**config.mk**
```make
export PLATFORM = sky130hd
export DESIGN_NAME = sw_slave_phy
export DESIGN_NICKNAME = d
export VERILOG_FILES = /design/src/rtl/sw_pkg.sv /design/src/rtl/sw_line_sync.sv /design/src/rtl/sw_us_tick.sv /design/src/rtl/sw_slot_fsm.sv /design/src/rtl/sw_slave_phy.sv
export SDC_FILE = /design/constraint.sdc
export NUM_CORES = 1
export LEC_CHECK = 0
export BUFFER_PORTS_ARGS = -buffer_cell sky130_fd_sc_hd__buf_2
export CAP_MARGIN = 20
export CELL_PAD_IN_SITES_DETAIL_PLACEMENT = 2
export CELL_PAD_IN_SITES_GLOBAL_PLACEMENT = 2
export CORE_MARGIN = 10
export CORE_UTILIZATION = 33
export CTS_CLUSTER_DIAMETER = 100
export CTS_CLUSTER_SIZE = 14
export DETAILED_ROUTE_END_ITERATION = 7
export PLACE_DENSITY = 0.74
export SYNTH_ARGS = -nofsm -noshare
export SYNTH_HDL_FRONTEND = slang
export SYNTH_SLANG_ARGS = --single-unit
```
**constraint.sdc**
```tcl
create_clock -name clk -period 2.52 [get_ports clk]
set_clock_uncertainty 0.05 [all_clocks]
set_input_delay 0.126 -clock clk [delete_from_list [all_inputs] [get_ports clk]]
set_output_delay 0.126 -clock clk [all_outputs]
set_load 0.005 [all_outputs]
```
**src/rtl/sw_pkg.sv**
```systemverilog
package sw_pkg;

  typedef enum logic [2:0] {
    ST_IDLE,
    ST_SLOT,
    ST_RST_WAIT,
    ST_PRES_WAIT,
    ST_PRES_LOW
  } sw_state_e;

endpackage

```
**src/rtl/sw_line_sync.sv**
```systemverilog
module sw_line_sync #(
  parameter int STAGES = 2
) (
  input  logic clk,
  input  logic rst_n,
  input  logic line_i,
  output logic line_s_o,
  output logic fall_o
);

  logic [STAGES-1:0] sh_q;
  logic              prev_q;

  always_ff @(posedge clk or negedge rst_n) begin
    if (!rst_n) sh_q[0] <= 1'b1;
    else        sh_q[0] <= line_i;
  end

  generate
    for (genvar g = 1; g < STAGES; g++) begin : g_stage
      always_ff @(posedge clk or negedge rst_n) begin
        if (!rst_n) sh_q[g] <= 1'b1;
        else        sh_q[g] <= sh_q[g-1];
      end
    end
  endgenerate

  always_ff @(posedge clk or negedge rst_n) begin
    if (!rst_n) prev_q <= 1'b1;
    else        prev_q <= sh_q[STAGES-1];
  end

  assign line_s_o = sh_q[STAGES-1];
  assign fall_o   = prev_q & ~sh_q[STAGES-1];

  // an edge pulse never lasts more than one cycle
  a_r5_fall_single: assert property (@(posedge clk) disable iff (!rst_n)
    fall_o |=> !fall_o);

endmodule

```
**src/rtl/sw_us_tick.sv**
```systemverilog
module sw_us_tick #(
  parameter int CLKS_PER_US = 4
) (
  input  logic clk,
  input  logic rst_n,
  input  logic clr_i,
  output logic tick_o
);

  generate
    if (CLKS_PER_US > 1) begin : g_div
      localparam int CW = $clog2(CLKS_PER_US);
      localparam logic [CW-1:0] LAST = CW'(CLKS_PER_US - 1);
      logic [CW-1:0] cnt_q, cnt_d;

      always_comb begin
        if (clr_i)             cnt_d = '0;
        else if (cnt_q == LAST) cnt_d = '0;
        else                   cnt_d = cnt_q + 1'b1;
      end

      always_ff @(posedge clk or negedge rst_n) begin
        if (!rst_n) cnt_q <= '0;
        else        cnt_q <= cnt_d;
      end

      assign tick_o = (cnt_q == LAST) && !clr_i;

      // ticks are spaced, so microsecond counts cannot run fast
      a_r5_tick_spacing: assert property (@(posedge clk) disable iff (!rst_n)
        tick_o |=> !tick_o);
    end else begin : g_pass
      assign tick_o = !clr_i;
    end
  endgenerate

endmodule

```
**src/rtl/sw_slot_fsm.sv**
```systemverilog
module sw_slot_fsm
  import sw_pkg::*;
#(
  parameter int RESET_US     = 480,
  parameter int PRES_WAIT_US = 30,
  parameter int PRES_LOW_US  = 120,
  parameter int SAMPLE_US    = 30,
  parameter int HOLD_US      = 30
) (
  input  logic clk,
  input  logic rst_n,
  input  logic line_s_i,
  input  logic fall_i,
  input  logic tick_i,
  output logic tick_clr_o,
  input  logic tx_drive_i,
  input  logic tx_bit_i,
  output logic pull_o,
  output logic tx_req_o,
  output logic bit_stb_o,
  output logic bit_val_o,
  output logic rst_stb_o
);

  localparam int US_W = $clog2(RESET_US + PRES_LOW_US + PRES_WAIT_US + 1);
  localparam logic [US_W-1:0] RESET_C  = US_W'(RESET_US);
  localparam logic [US_W-1:0] PWAIT_C  = US_W'(PRES_WAIT_US);
  localparam logic [US_W-1:0] PLOW_C   = US_W'(PRES_LOW_US);
  localparam logic [US_W-1:0] SAMPLE_C = US_W'(SAMPLE_US);
  localparam logic [US_W-1:0] HOLD_C   = US_W'(HOLD_US);

  sw_state_e       state_q, state_d;
  logic [US_W-1:0] us_q, us_d, us_inc;
  logic            pull_q, pull_d;
  logic            sampled_q, sampled_d;
  logic            bval_q, bval_d;
  logic            bstb_q, bstb_d;
  logic            rstb_q, rstb_d;
  logic            req_q, req_d;
  logic            clr;

  assign us_inc = tick_i ? us_q + 1'b1 : us_q;

  // next-state logic
  always_comb begin
    state_d   = state_q;
    us_d      = us_q;
    pull_d    = pull_q;
    sampled_d = sampled_q;
    bval_d    = bval_q;
    bstb_d    = 1'b0;
    rstb_d    = 1'b0;
    req_d     = 1'b0;
    clr       = 1'b0;
    unique case (state_q)
      ST_IDLE: begin
        if (fall_i) begin
          state_d   = ST_SLOT;
          us_d      = '0;
          clr       = 1'b1;
          pull_d    = tx_drive_i & ~tx_bit_i;
          sampled_d = 1'b0;
        end
      end
      ST_SLOT: begin
        us_d = us_inc;
        if (tick_i && us_inc == HOLD_C) pull_d = 1'b0;
        if (tick_i && us_inc == SAMPLE_C) begin
          bstb_d    = 1'b1;
          bval_d    = line_s_i;
          sampled_d = 1'b1;
        end
        if (sampled_q && line_s_i) begin
          state_d = ST_IDLE;
          req_d   = 1'b1;
        end else if (tick_i && us_inc == RESET_C && !line_s_i) begin
          state_d = ST_RST_WAIT;
          rstb_d  = 1'b1;
          pull_d  = 1'b0;
        end
      end
      ST_RST_WAIT: begin
        if (line_s_i) begin
          state_d = ST_PRES_WAIT;
          us_d    = '0;
          clr     = 1'b1;
        end
      end
      ST_PRES_WAIT: begin
        us_d = us_inc;
        if (tick_i && us_inc == PWAIT_C) begin
          state_d = ST_PRES_LOW;
          us_d    = '0;
          pull_d  = 1'b1;
        end
      end
      ST_PRES_LOW: begin
        us_d = us_inc;
        if (tick_i && us_inc == PLOW_C) begin
          state_d = ST_IDLE;
          pull_d  = 1'b0;
          req_d   = 1'b1;
        end
      end
      default: begin
        state_d = ST_IDLE;
        pull_d  = 1'b0;
      end
    endcase
  end

  // registers
  always_ff @(posedge clk or negedge rst_n) begin
    if (!rst_n) begin
      state_q   <= ST_IDLE;
      us_q      <= '0;
      pull_q    <= 1'b0;
      sampled_q <= 1'b0;
      bval_q    <= 1'b0;
      bstb_q    <= 1'b0;
      rstb_q    <= 1'b0;
      req_q     <= 1'b0;
    end else begin
      state_q   <= state_d;
      us_q      <= us_d;
      pull_q    <= pull_d;
      sampled_q <= sampled_d;
      bval_q    <= bval_d;
      bstb_q    <= bstb_d;
      rstb_q    <= rstb_d;
      req_q     <= req_d;
    end
  end

  assign tick_clr_o = clr;
  assign pull_o     = pull_q;
  assign tx_req_o   = req_q;
  assign bit_stb_o  = bstb_q;
  assign bit_val_o  = bval_q;
  assign rst_stb_o  = rstb_q;

  // a reset is announced by a single pulse
  a_r2_rst_single: assert property (@(posedge clk) disable iff (!rst_n)
    rst_stb_o |=> !rst_stb_o);

  // the reset strobe is raised only when the line is still low
  a_r2_rst_line_low: assert property (@(posedge clk) disable iff (!rst_n)
    rst_stb_o |-> state_q == ST_RST_WAIT);

  // the presence pull never outlasts its width
  a_r4_pres_width: assert property (@(posedge clk) disable iff (!rst_n)
    (state_q == ST_PRES_LOW) |-> us_q < PLOW_C);

  // a transmit-zero pull is released once the hold time is reached
  a_r6_hold_limit: assert property (@(posedge clk) disable iff (!rst_n)
    (pull_o && state_q == ST_SLOT) |-> us_q < HOLD_C);

  // the bit strobe arrives at the sample point of the slot
  a_r5_sample_point: assert property (@(posedge clk) disable iff (!rst_n)
    bit_stb_o |-> (us_q == SAMPLE_C && state_q != ST_PRES_LOW));

  // a bit request is a single-cycle pulse
  a_r9_req_pulse: assert property (@(posedge clk) disable iff (!rst_n)
    tx_req_o |=> !tx_req_o);

  // pulling in the idle state would corrupt the bus
  a_r7_idle_released: assert property (@(posedge clk) disable iff (!rst_n)
    (state_q == ST_IDLE) |-> !pull_o);

endmodule

```
**src/rtl/sw_slave_phy.sv**
```systemverilog
module sw_slave_phy #(
  parameter int CLK_HZ       = 4_000_000,
  parameter int SYNC_STAGES  = 2,
  parameter int RESET_US     = 480,
  parameter int PRES_WAIT_US = 30,
  parameter int PRES_LOW_US  = 120,
  parameter int SAMPLE_US    = 30,
  parameter int HOLD_US      = 30
) (
  input  logic clk,
  input  logic rst_n,
  input  logic line_i,
  output logic pull_o,
  input  logic tx_drive_i,
  input  logic tx_bit_i,
  output logic tx_req_o,
  output logic bit_stb_o,
  output logic bit_val_o,
  output logic rst_stb_o
);

  localparam int CLKS_PER_US = CLK_HZ / 1_000_000;

  logic line_s;
  logic fall;
  logic tick;
  logic tick_clr;

  sw_line_sync #(
    .STAGES (SYNC_STAGES)
  ) u_sync (
    .clk      (clk),
    .rst_n    (rst_n),
    .line_i   (line_i),
    .line_s_o (line_s),
    .fall_o   (fall)
  );

  sw_us_tick #(
    .CLKS_PER_US (CLKS_PER_US)
  ) u_tick (
    .clk    (clk),
    .rst_n  (rst_n),
    .clr_i  (tick_clr),
    .tick_o (tick)
  );

  sw_slot_fsm #(
    .RESET_US     (RESET_US),
    .PRES_WAIT_US (PRES_WAIT_US),
    .PRES_LOW_US  (PRES_LOW_US),
    .SAMPLE_US    (SAMPLE_US),
    .HOLD_US      (HOLD_US)
  ) u_fsm (
    .clk        (clk),
    .rst_n      (rst_n),
    .line_s_i   (line_s),
    .fall_i     (fall),
    .tick_i     (tick),
    .tick_clr_o (tick_clr),
    .tx_drive_i (tx_drive_i),
    .tx_bit_i   (tx_bit_i),
    .pull_o     (pull_o),
    .tx_req_o   (tx_req_o),
    .bit_stb_o  (bit_stb_o),
    .bit_val_o  (bit_val_o),
    .rst_stb_o  (rst_stb_o)
  );

  // nothing is strobed during or straight after reset
  a_r1_quiet_after_reset: assert property (@(posedge clk) disable iff (!rst_n)
    $rose(rst_n) |-> !(rst_stb_o || bit_stb_o || tx_req_o));

  // a reset and a bit are never reported in the same cycle
  a_r2_strobes_exclusive: assert property (@(posedge clk) disable iff (!rst_n)
    !(rst_stb_o && bit_stb_o));

endmodule

```
==> out/qor.yml, run 1 <==
status:
  status: "complete, but fails checks"
  violations: "negative setup slack"
sta:
  rsz0062_at_grt: "true"
  setup_viol: 15
  layout_setup_ws_ns: -0.227
  finalCritPeriodShare_pct: 109
  fin_crit_ns: 2.75
  slew_headroom_pct: 55.5
  final_hold_viol_count: 0
  worst_pin_slew_ns: 0.661
  drv_slew: 0
  fmax_ghz: 0.364
  fin_hold_ws_ns: 0.198
  tns_ns: -2.08
floorplanning:
  start_util_pct: 34.3
  rows: 24
  die_y_um: 87.3
  io_pins: 10
  die_area_um2: 7610
  core_area_um2: 4350
  dieWidth_um: 87.3
routing:
  avgRoutedWirePerCell_um: 25.9
  first_pass_iters: 4
  drtAntennaViolNets: 0
  postRouteWirelength_um: 7150
  via_per_inst: 5.99
  vias: 1653
  drt_first_iter_violations: 109
  drc: 0
synth:
  synthArstFlopShare_pct: 100
  synth.most_common_cell: "nand2_1"
  synth_seq_cells: 24
  seq_area_frac_synth_pct: 40.5
  yosys.area.top_type_share_pct: 35.2
  synth_warnings: 0
  syn_area_um2: 1490
  syn_nets: 176
  synth_top_cells_by_count: "nand2_1, dfrtp_1, o21ai_0, nor2_1, and3_1"
  synthCells: 169
  yosys.area.top_type: "dfrtp_1"
  ys_types: 49
  synth_edf_count: 0
  avgSynthCellArea_um2: 8.83
  synth_ff_type: "dfrtp_1"
  synth.area.top_cells: "dfrtp_1, nand2_1, o21ai_0"
finish:
  fin_nets: 232
  stdcell_count: 276
  area_delta_synth_final_pct: 47.9
  diodes: 0
  final_layout_size_suffix_gt1_share_pct: 46.9
setup_path:
  crit_chain: "and4bb_4 -> a211oi_4 -> xor2_2 -> o2111ai_2 -> or4_4 -> a21oi_4 -> o21ai_1 -> a21o_1"
  cp_slowest_cell: "dfrtp_2"
  end_kind: "register"
  cp_max_fo: 6
  critical-path-max-stage-delay_ns: 0.48
  arrival_ns: 2.88
  required_ns: 2.66
  path_class: "register to register"
  cp-start-kind: "register"
global_route:
  first_global_vias: 1727
  gr-total-overflow: 0
  grt_max_degree: 25
  antenna_found_initial: 0
  track_usage_pct: 17.0
  grt_pass1_wl_um: 10000
clock_network:
  cts_buffers: 3
  cts.path.max_buffers: 2
  cts_tree: "yes"
  cts_root_buf: "clkbuf_8"
  clkSinkCount: 24
  clk_pin_slew_ns: 0.09
  htreeDepth: 1
  insertion_delay_ns: 0.28
power:
  powerDensity_nw_per_um2: 660
  power_mw: 1.46
  power.leakage_nw: 0.935
  peakVddDrop_uv: 288
placement:
  dp_cells: 252
  dpl.hpwl_um: 4240
  port_buffers: 9
  gp_congestion: 0.827
job:
  maxCapViolCount: 0
hold_path:
  min_path_type: "input port to register"
-- area by class of cell --
class,instances,area (um^2)
Timing Repair Buffer,57,414
Sequential cell,24,608
Fill cell,451,2150
Tap cell,52,65.1
Clock buffer,4,55.1
Inverter,4,15.0
Multi-Input combinational cell,135,1050
-- logic make-up (layout without fill, tap and decap cells) --
kind of cell,count (synthesis),after routing,share of synthesized area (%)
muxes,1,1,0.671
xor gates and xnor gates,5,5,2.93
AOI/OAI and AO/OA,45,45,22.1
and+or+nand+nor,82,82,29.4
DFF,24,24,40.5
adders and majority gates,2,2,1.68
buffers and inverters,10,65,2.68
-- state kept, by name, summed over array words and instances, names as in the netlist --
name,cells
u_fsm.us_q,10
u_fsm.state_q,3
u_tick.g_div.cnt_q,2
u_fsm.bit_stb_o,1
u_fsm.bit_val_o,1
u_fsm.pull_o,1
u_fsm.rst_stb_o,1
u_fsm.sampled_q,1
u_fsm.tx_req_o,1
u_sync.line_s_o,1
u_sync.prev_q,1
u_sync.sh_q,1
-- metal layers --
layer / track usage, % / share of wire, % / vias to the layer above
li1: - / - / 728
met1: 21.4 / 43 / 850
met2: 29.0 / 50 / 51
met3: 2.62 / 3.4 / 24
met4: 4.93 / 4.0 / 0
met5: 0 / 0 / -
-- placed cells by master (no fill, tap or decap), types with 2 or more instances in the layout --
master / n
a211oi_4: 2
a21o_1: 2
a21oi_2: 2
a21oi_4: 3
a31oi_1: 2
and2_1: 3
and3_4: 5
buf_2: 9
buf_4: 45
clkbuf_8: 4
dfrtp_1: 18
dfrtp_2: 3
dfstp_2: 3
dlygate4sd3_1: 2
inv_1: 3
nand2_1: 24
nand2_2: 2
nand2b_1: 3
nand3_1: 2
nand4_1: 3
nand4b_1: 2
nor2_1: 10
nor2_4: 2
nor2b_1: 3
nor3_1: 4
nor4_1: 2
o211ai_1: 2
o21ai_0: 13
o21ai_1: 3
o221a_2: 2
o31a_1: 2
o31ai_1: 2
or2_2: 2
or3_1: 2
xnor2_2: 2
xor2_2: 2
-- final timing paths --
kind,from,to,slack [ns],cells past startpoint
max reg2reg,u_fsm.state_q[1],u_fsm.us_q[2],-0.23,8
max in group asynchronous,rst_n,u_fsm.state_q[1],1.71,2
min,tx_drive_i,u_fsm.pull_o,0.20,4
max,u_fsm.state_q[1],u_fsm.us_q[2],-0.23,8
min in group asynchronous,rst_n,u_fsm.us_q[0],0.30,2
min reg2reg,u_sync.sh_q[0],u_sync.line_s_o,0.31,0
-- critical path: cells and delay by family, from the launching register on --
| family | cells | cell delay (ns) |
|---|---|---|
| flip-flops | 1 | 0.48 |
| AO/OA/AOI/OAI | 5 | 1.13 |
| XOR/XNOR | 1 | 0.24 |
| AND/OR/NAND/NOR | 2 | 0.75 |
-- metrics by stage --
stage               area [um^2]  util [%]  setup slack [ns]
finish                     2210      50.7            -0.227
global route               2210      50.7            -0.283
CTS                        1990      45.8           -0.0687
detailed placement         1790      41.1            -0.153
global placement           1790      41.1            0.0111
floorplan                  1490         -          0.000286
-- timing repair --
action	CTS	global route
hold endpoints to repair	22	0
gates resized for setup	15	33
setup endpoints to repair	13	16
pin swaps	7	17
buffers inserted	9	9
hold buffers	2	0
-- power by group --
part           internal (mW)  switching (mW)
registers              0.451          0.0940
logic                  0.297           0.335
clock network          0.140           0.140
Power figures use the tool's default switching activity.
==> run 2: changes to the inputs <==
Settings changed: ABC_AREA set to 1, CORE_UTILIZATION 33 to 30.
==> out/qor.yml, run 2 <==
sta:
  setup_viol: 0  # was 15
  fin_hold_ws_ns: 0.178  # was 0.198 ns
  final_hold_viol_count: 0  # unchanged
  drv_slew: 0  # unchanged
  slew_headroom_pct: 34.6  # was 55.5%
  worst_pin_slew_ns: 0.977  # was 0.661 ns
  layout_setup_ws_ns: 0.225  # was -0.227 ns
  fmax_ghz: 0.436  # was 0.364 GHz
  fin_crit_ns: 2.30  # was 2.75 ns
  finalCritPeriodShare_pct: 91.1  # was 109%
finish:
  design_area_um2: 2010  # was 2210 um^2
  fillers: 694  # was 451
  seqCellArea_um2: 604  # was 608 um^2
  diodes: 0  # unchanged
  final_common_cell: "nand2_1"  # was buf_4
  top_register: "u_fsm.us_q"  # unchanged
  final_layout_size_suffix_gt1_share_pct: 19.8  # was 46.9%
  fin_nets: 291  # was 232
  largest_registers: "u_fsm.us_q: 10 flops, u_fsm.state_q: 3 flops, u_tick.g_div.cnt_q: 2 flops"  # unchanged
  stdcell_count: 355  # was 276
  multi_input_area_um2: 940  # was 1050 um^2
  largest_reg_flops: 10  # unchanged
  area_delta_synth_final_pct: 16.6  # was 47.9%
  final_cell_mix: "nand2_1, inv_1, nor2_1"  # was buf_4, nand2_1, dfrtp_1
synth:
  syn_area_um2: 1720  # was 1490 um^2
  synth.most_common_cell: "nand2_1"  # unchanged
  syn_nets: 266  # was 176
  avgSynthCellArea_um2: 6.66  # was 8.83 um^2
  synth_ff_type: "dfrtp_1"  # unchanged
  synthCells: 259  # was 169
  synth.area.top_cells: "dfrtp_1, nand2_1, inv_1"  # was dfrtp_1, nand2_1, o21ai_0
  synth_warnings: 0  # unchanged
  yosys.area.top_type: "dfrtp_1"  # unchanged
  yosys.area.top_type_share_pct: 30.5  # was 35.2%
  ys_types: 27  # was 49
  seq_area_frac_synth_pct: 35.1  # was 40.5%
  synth_edf_count: 0  # unchanged
  synth_top_cells_by_count: "nand2_1, inv_1, nor2_1, nand3_1, dfrtp_1"  # was nand2_1, dfrtp_1, o21ai_0, nor2_1, and3_1
  synthArstFlopShare_pct: 100  # unchanged
  synth_seq_cells: 24  # unchanged
floorplanning:
  rows: 27  # was 24
  core_area_um2: 5540  # was 4350 um^2
  io_pins: 10  # unchanged
  die_area_um2: 9180  # was 7610 um^2
  dieWidth_um: 95.8  # was 87.3 um
  start_util_pct: 31.1  # was 34.3%
  die_y_um: 95.8  # was 87.3 um
job:
  maxCapViolCount: 0  # unchanged
setup_path:
  cp_common_cell: "nand2_1"
  cp-start-kind: "register"  # unchanged
  cp_max_fo: 8  # was 6
  arrival_ns: 2.46  # was 2.88 ns
  r2r_cells: 13  # was 8
  required_ns: 2.68  # was 2.66 ns
  critical-path-max-stage-delay_ns: 0.59  # was 0.48 ns
  cp_slowest_cell: "dfstp_2"  # was dfrtp_2
  path_class: "register to register"  # unchanged
  end_kind: "register"  # unchanged
  crit_chain: "nor2_2 -> nand3_4 -> nand2_4 -> nor2_4 -> nand3_1 -> nand2_1 -> buf_4 -> nand2_1 -> nor3_1 -> nand2_1 -> a21oi_2 -> nand3_1 -> nand2_1"  # was and4bb_4 -> a211oi_4 -> xor2_2 -> o2111ai_2 -> or4_4 -> a21oi_4 -> o21ai_1 -> a21o_1
placement:
  dp_cells: 346  # was 252
  dpl.hpwl_um: 4650  # was 4240 um
  placed_area_um2: 1910  # was 1790 um^2
  port_buffers: 9  # unchanged
  dpl_worst_slack_ns: 0.0909  # was -0.153 ns
  gp_congestion: 0.821  # was 0.827
power:
  power.leakage_nw: 1.04  # was 0.935 nW
  powerDensity_nw_per_um2: 1080  # was 660 nW/um^2
  power_mw: 2.18  # was 1.46 mW
  peakVddDrop_uv: 420  # was 288 uV
routing:
  postRouteWirelength_um: 5860  # was 7150 um
  via_per_inst: 4.87  # was 5.99
  drt_first_iter_violations: 58  # was 109
  first_pass_iters: 4  # unchanged
  avgRoutedWirePerCell_um: 16.5  # was 25.9 um
  drtAntennaViolNets: 0  # unchanged
  vias: 1729  # was 1653
  drc: 0  # unchanged
global_route:
  gr-total-overflow: 0  # unchanged
  grt_pass1_wl_um: 9780  # was 10000 um
  grt_max_degree: 25  # unchanged
  track_usage_pct: 13.6  # was 17.0%
  first_global_vias: 1956  # was 1727
  antenna_found_initial: 0  # unchanged
hold_path:
  min_path_type: "input port to register"  # unchanged
  hold_path_depth: 6  # was 4
clock_network:
  cts_buffers: 3  # unchanged
  cts_tree: "yes"  # unchanged
  cts_root_buf: "clkbuf_8"  # unchanged
  htreeDepth: 1  # unchanged
  clk_pin_slew_ns: 0.10  # was 0.09 ns
  clkSinkCount: 24  # unchanged
  insertion_delay_ns: 0.27  # was 0.28 ns
  cts.path.max_buffers: 2  # unchanged
status:
  status: "complete, no violations"  # was complete, but fails checks
==> run 2: changes by cell type after synthesis, moves of 4 or more <==
cell and delta:
and3_1 -6, inv_1 +40, inv_2 +4, nand2_1 +48, nand2_2 +9, nand3_1 +19, nand4_1 +5, nor2_1 +11
nor2_2 +4, nor4_1 -4
==> run 2: repair_timing <==
item / CTS / global route
hold buffers: 2 / 0
hold endpoints to repair: 22 / 0
endpoints found under the setup margin: 0 / 10
gates resized for setup: 0 / 4
buffers inserted: 0 / 3
==> run 2: kinds of logic (layout without fill, tap and decap cells) <==
kind of cell	count (synthesis)	count (layout)	synth area share (%)
simple gates	158	158	44.2
compound gates	25	25	7.91
fa+ha+maj	2	2	1.45
flops	24	24	35.1
buf+inv	50	74	11.4
==> run 2: power by group <==
group          internal [mW]  leakage [nW]  switching (mW)  total [mW]
sequential             0.483         0.315          0.0872       0.571
combinational          0.411         0.700           0.948        1.36
clock                  0.113        0.0228           0.135       0.249
==> run 2: final cells by class <==
type / count / area share (%)
Timing Repair Buffer: 23 / 7.72
Multi-Input combinational cell: 185 / 46.7
Sequential cell: 24 / 30.1
Tap cell: 72 / 4.48
Inverter: 47 / 8.77
Clock buffer: 4 / 2.24
==> run 2: worst paths after layout <==
kind                            startpoint          endpoint  slack [ns]
setup reg to reg           u_sync.line_s_o  u_fsm.state_q[2]        0.22
min in group asynchronous            rst_n  u_fsm.state_q[0]        0.33
max in group asynchronous            rst_n  u_fsm.state_q[2]        1.70
hold reg to reg             u_sync.sh_q[0]   u_sync.line_s_o        0.31
setup / recovery           u_sync.line_s_o  u_fsm.state_q[2]        0.22
hold / removal                    tx_bit_i      u_fsm.pull_o        0.18
==> run 2: critical path: cells and delay by family, from the launching register on <==
kind            cells  cell delay, ns
compound gates      1            0.17
flops               1            0.59
simple gates       11            1.31
buf+inv             1            0.12
==> run 2: routing by layer <==
metal,vias to the layer above,part of all wire (%),track usage [%]
li1,860,-,-
met4,0,1.1,3.81
met2,8,51,24.4
met3,4,1.2,1.87
met1,857,46,16.4
met5,-,0,0
==> run 2: stage by stage <==
step,TNS (ns),utilization (%)
6_report,0,36.3
3_5_place_dp,0,34.4
2_1_floorplan,0,-
3_3_place_gp,0,34.4
4_1_cts,0,35.6
5_1_grt,-0.00000178,36.3
==> run 3: changes to the inputs <==
Settings changed: BUFFER_PORTS_ARGS -buffer_cell sky130_fd_sc_hd__buf_2 to not set, CORE_UTILIZATION 30 to 32, DONT_BUFFER_PORTS set to 1, PLACE_DENSITY 0.74 to 0.75.
==> out/qor.yml, run 3 (same netlist as run 2, synthesis figures left out) <==
status:
  status: "complete, no violations"  # unchanged
finish:
  largest_reg_flops: 10  # unchanged
  fin_nets: 283  # was 291
  final_cell_mix: "nand2_1, inv_1, nor2_1"  # unchanged
  design_area_um2: 2040  # was 2010 um^2
  largest_registers: "u_fsm.us_q: 10 flops, u_fsm.state_q: 3 flops, u_tick.g_div.cnt_q: 2 flops"  # unchanged
  fillers: 615  # was 694
  final_common_cell: "nand2_1"  # unchanged
  seqCellArea_um2: 606  # was 604 um^2
  top_register: "u_fsm.us_q"  # unchanged
  final_layout_size_suffix_gt1_share_pct: 19.6  # was 19.8%
  area_delta_synth_final_pct: 18.1  # was 16.6%
  multi_input_area_um2: 965  # was 940 um^2
  diodes: 0  # unchanged
sta:
  fmax_ghz: 0.434  # was 0.436 GHz
  worst_pin_slew_ns: 0.584  # was 0.977 ns
  final_hold_viol_count: 0  # unchanged
  setup_viol: 0  # unchanged
  tns_ns: 0  # unchanged
  rsz0062_at_grt: "false"
  slew_headroom_pct: 61.0  # was 34.6%
  finalCritPeriodShare_pct: 91.5  # was 91.1%
  fin_hold_ws_ns: 0.121  # was 0.178 ns
  drv_slew: 0  # unchanged
  fin_crit_ns: 2.31  # was 2.30 ns
routing:
  drt_first_iter_violations: 33  # was 58
  postRouteWirelength_um: 6140  # was 5860 um
  drtAntennaViolNets: 0  # unchanged
  vias: 1741  # was 1729
  drc: 0  # unchanged
  first_pass_iters: 4  # unchanged
  avgRoutedWirePerCell_um: 17.8  # was 16.5 um
  wl_met3_um: 100  # was 71 um
  via_per_inst: 5.05  # was 4.87
  wl_met2_um: 3220  # was 3000 um
  wl_met1_um: 2760  # was 2720 um
  top_layer_used: "met4"  # unchanged
global_route:
  grt_pass1_wl_um: 10200  # was 9780 um
  grt_max_degree: 25  # unchanged
  track_usage_pct: 14.8  # was 13.6%
  gr-total-overflow: 0  # unchanged
  antenna_found_initial: 0  # unchanged
  first_global_vias: 1916  # was 1956
setup_path:
  critical-path-max-stage-delay_ns: 0.48  # was 0.59 ns
  required_ns: 2.63  # was 2.68 ns
  cp_common_cell: "nand2_1"  # unchanged
  cp_top_family: "simple AND/OR/NAND/NOR gates"  # unchanged
  path_class: "register to register"  # unchanged
  crit_chain: "nor2_2 -> nand3_4 -> nand2_4 -> nor2_4 -> nand2_1 -> nand2_1 -> inv_1 -> nand2_1 -> nor2_2 -> nand3_2 -> nand2_2 -> nand2_2 -> o21bai_1 -> nand2_1"  # was nor2_2 -> nand3_4 -> nand2_4 -> nor2_4 -> nand3_1 -> nand2_1 -> buf_4 -> nand2_1 -> nor3_1 -> nand2_1 -> a21oi_2 -> nand3_1 -> nand2_1
  crit_buf_inv: 1  # unchanged
  arrival_ns: 2.42  # was 2.46 ns
  cp_slowest_cell: "dfrtp_1"  # was dfstp_2
  cp-start-kind: "register"  # unchanged
  cp_max_fo: 8  # unchanged
  end_kind: "register"  # unchanged
clock_network:
  cts_tree: "yes"  # unchanged
  clk_pin_slew_ns: 0.09  # was 0.10 ns
  clkSinkCount: 24  # unchanged
  htreeDepth: 1  # unchanged
  insertion_delay_ns: 0.27  # about the same
  cts_buffers: 3  # unchanged
  cts.path.max_buffers: 2  # unchanged
  cts_root_buf: "clkbuf_8"  # unchanged
floorplanning:
  die_area_um2: 8720  # was 9180 um^2
  die_y_um: 93.4  # was 95.8 um
  rows: 26  # was 27
  dieWidth_um: 93.4  # was 95.8 um
  core_area_um2: 5170  # was 5540 um^2
  io_pins: 10  # unchanged
  start_util_pct: 33.3  # was 31.1%
job:
  maxCapViolCount: 0  # unchanged
power:
  power.leakage_nw: 1.02  # was 1.04 nW
  power_mw: 2.31  # was 2.18 mW
  powerDensity_nw_per_um2: 1130  # was 1080 nW/um^2
  peakVddDrop_uv: 505  # was 420 uV
placement:
  dpl.hpwl_um: 4810  # was 4650 um
  gp_congestion: 0.835  # was 0.821
  placed_area_um2: 1840  # was 1910 um^2
  port_buffers: 0  # was 9
hold_path:
  min_path_type: "input port to register"  # unchanged
==> run 3: changes by cell type in the layout (fill, tap and decap cells not counted), sizes merged <==
| cell | previous run | this run |
|---|---|---|
| clkbuf | 4 | 3 |
| bufinv | 0 | 1 |
| buf | 21 | 13 |
==> run 3: tightest hold or removal path: cells and delay by family <==
kind | cells | cell delay [ns]
and+or+nand+nor | 5 | 0.28
==> run 3: cell type report <==
type                    count  area share (%)
multi-input cells         185            47.4
flip-flops and latches     24            29.7
inverters                  47            8.67
repair buffers             15            6.39
well taps                  70            4.30
clock buffers               3            2.03
clock inverters             1            1.48
==> run 3: layer usage <==
layer | up-vias | global-route usage (%)
met4 | 0 | 2.31
li1 | 844 | -
met2 | 13 | 26.8
met1 | 880 | 18.0
met5 | - | 0
met3 | 4 | 2.32
==> run 3: final timing paths <==
| kind | start | end | slack (ns) | depth (start not counted) |
|---|---|---|---|---|
| worst max register to register | u_fsm.state_q[1] | u_fsm.state_q[0] | 0.21 | 14 |
| worst min register to register | u_sync.sh_q[0] | u_sync.line_s_o | 0.31 | 0 |
| min in group asynchronous | rst_n | u_fsm.us_q[2] | 0.23 | 2 |
| max in group asynchronous | rst_n | u_sync.prev_q | 1.97 | 2 |
| worst min-delay path | tx_bit_i | u_fsm.pull_o | 0.12 | 5 |
| worst max-delay path | u_fsm.state_q[1] | u_fsm.state_q[0] | 0.21 | 14 |
==> run 3: per-stage QoR <==
| stage | instances | util, % | worst slack (ns) |
|---|---|---|---|
| after floorplan | 259 | - | 0.608 |
| after global placement | 333 | 35.7 | 0.219 |
| after detailed placement | 333 | 35.7 | 0.163 |
| after CTS | 340 | 37.8 | 0.0286 |
| after global routing | 345 | 39.4 | 0.00656 |
| final | 345 | 39.4 | 0.214 |
==> run 3: timing repair <==
| action | 4_1_cts | 5_1_grt |
|---|---|---|
| endpoints found under the hold margin | 25 | 0 |
| setup endpoints to repair | 0 | 11 |
| hold buffers | 3 | 0 |
| resized for setup | 0 | 10 |
| buffers inserted | 0 | 5 |
==> run 3: power breakdown <==
group / leakage, nW / internal [mW] / switching (mW)
clock: 0.0357 / 0.213 / 0.132
combinational: 0.671 / 0.395 / 0.981
sequential: 0.313 / 0.485 / 0.102
total: 1.02 / 1.09 / 1.22
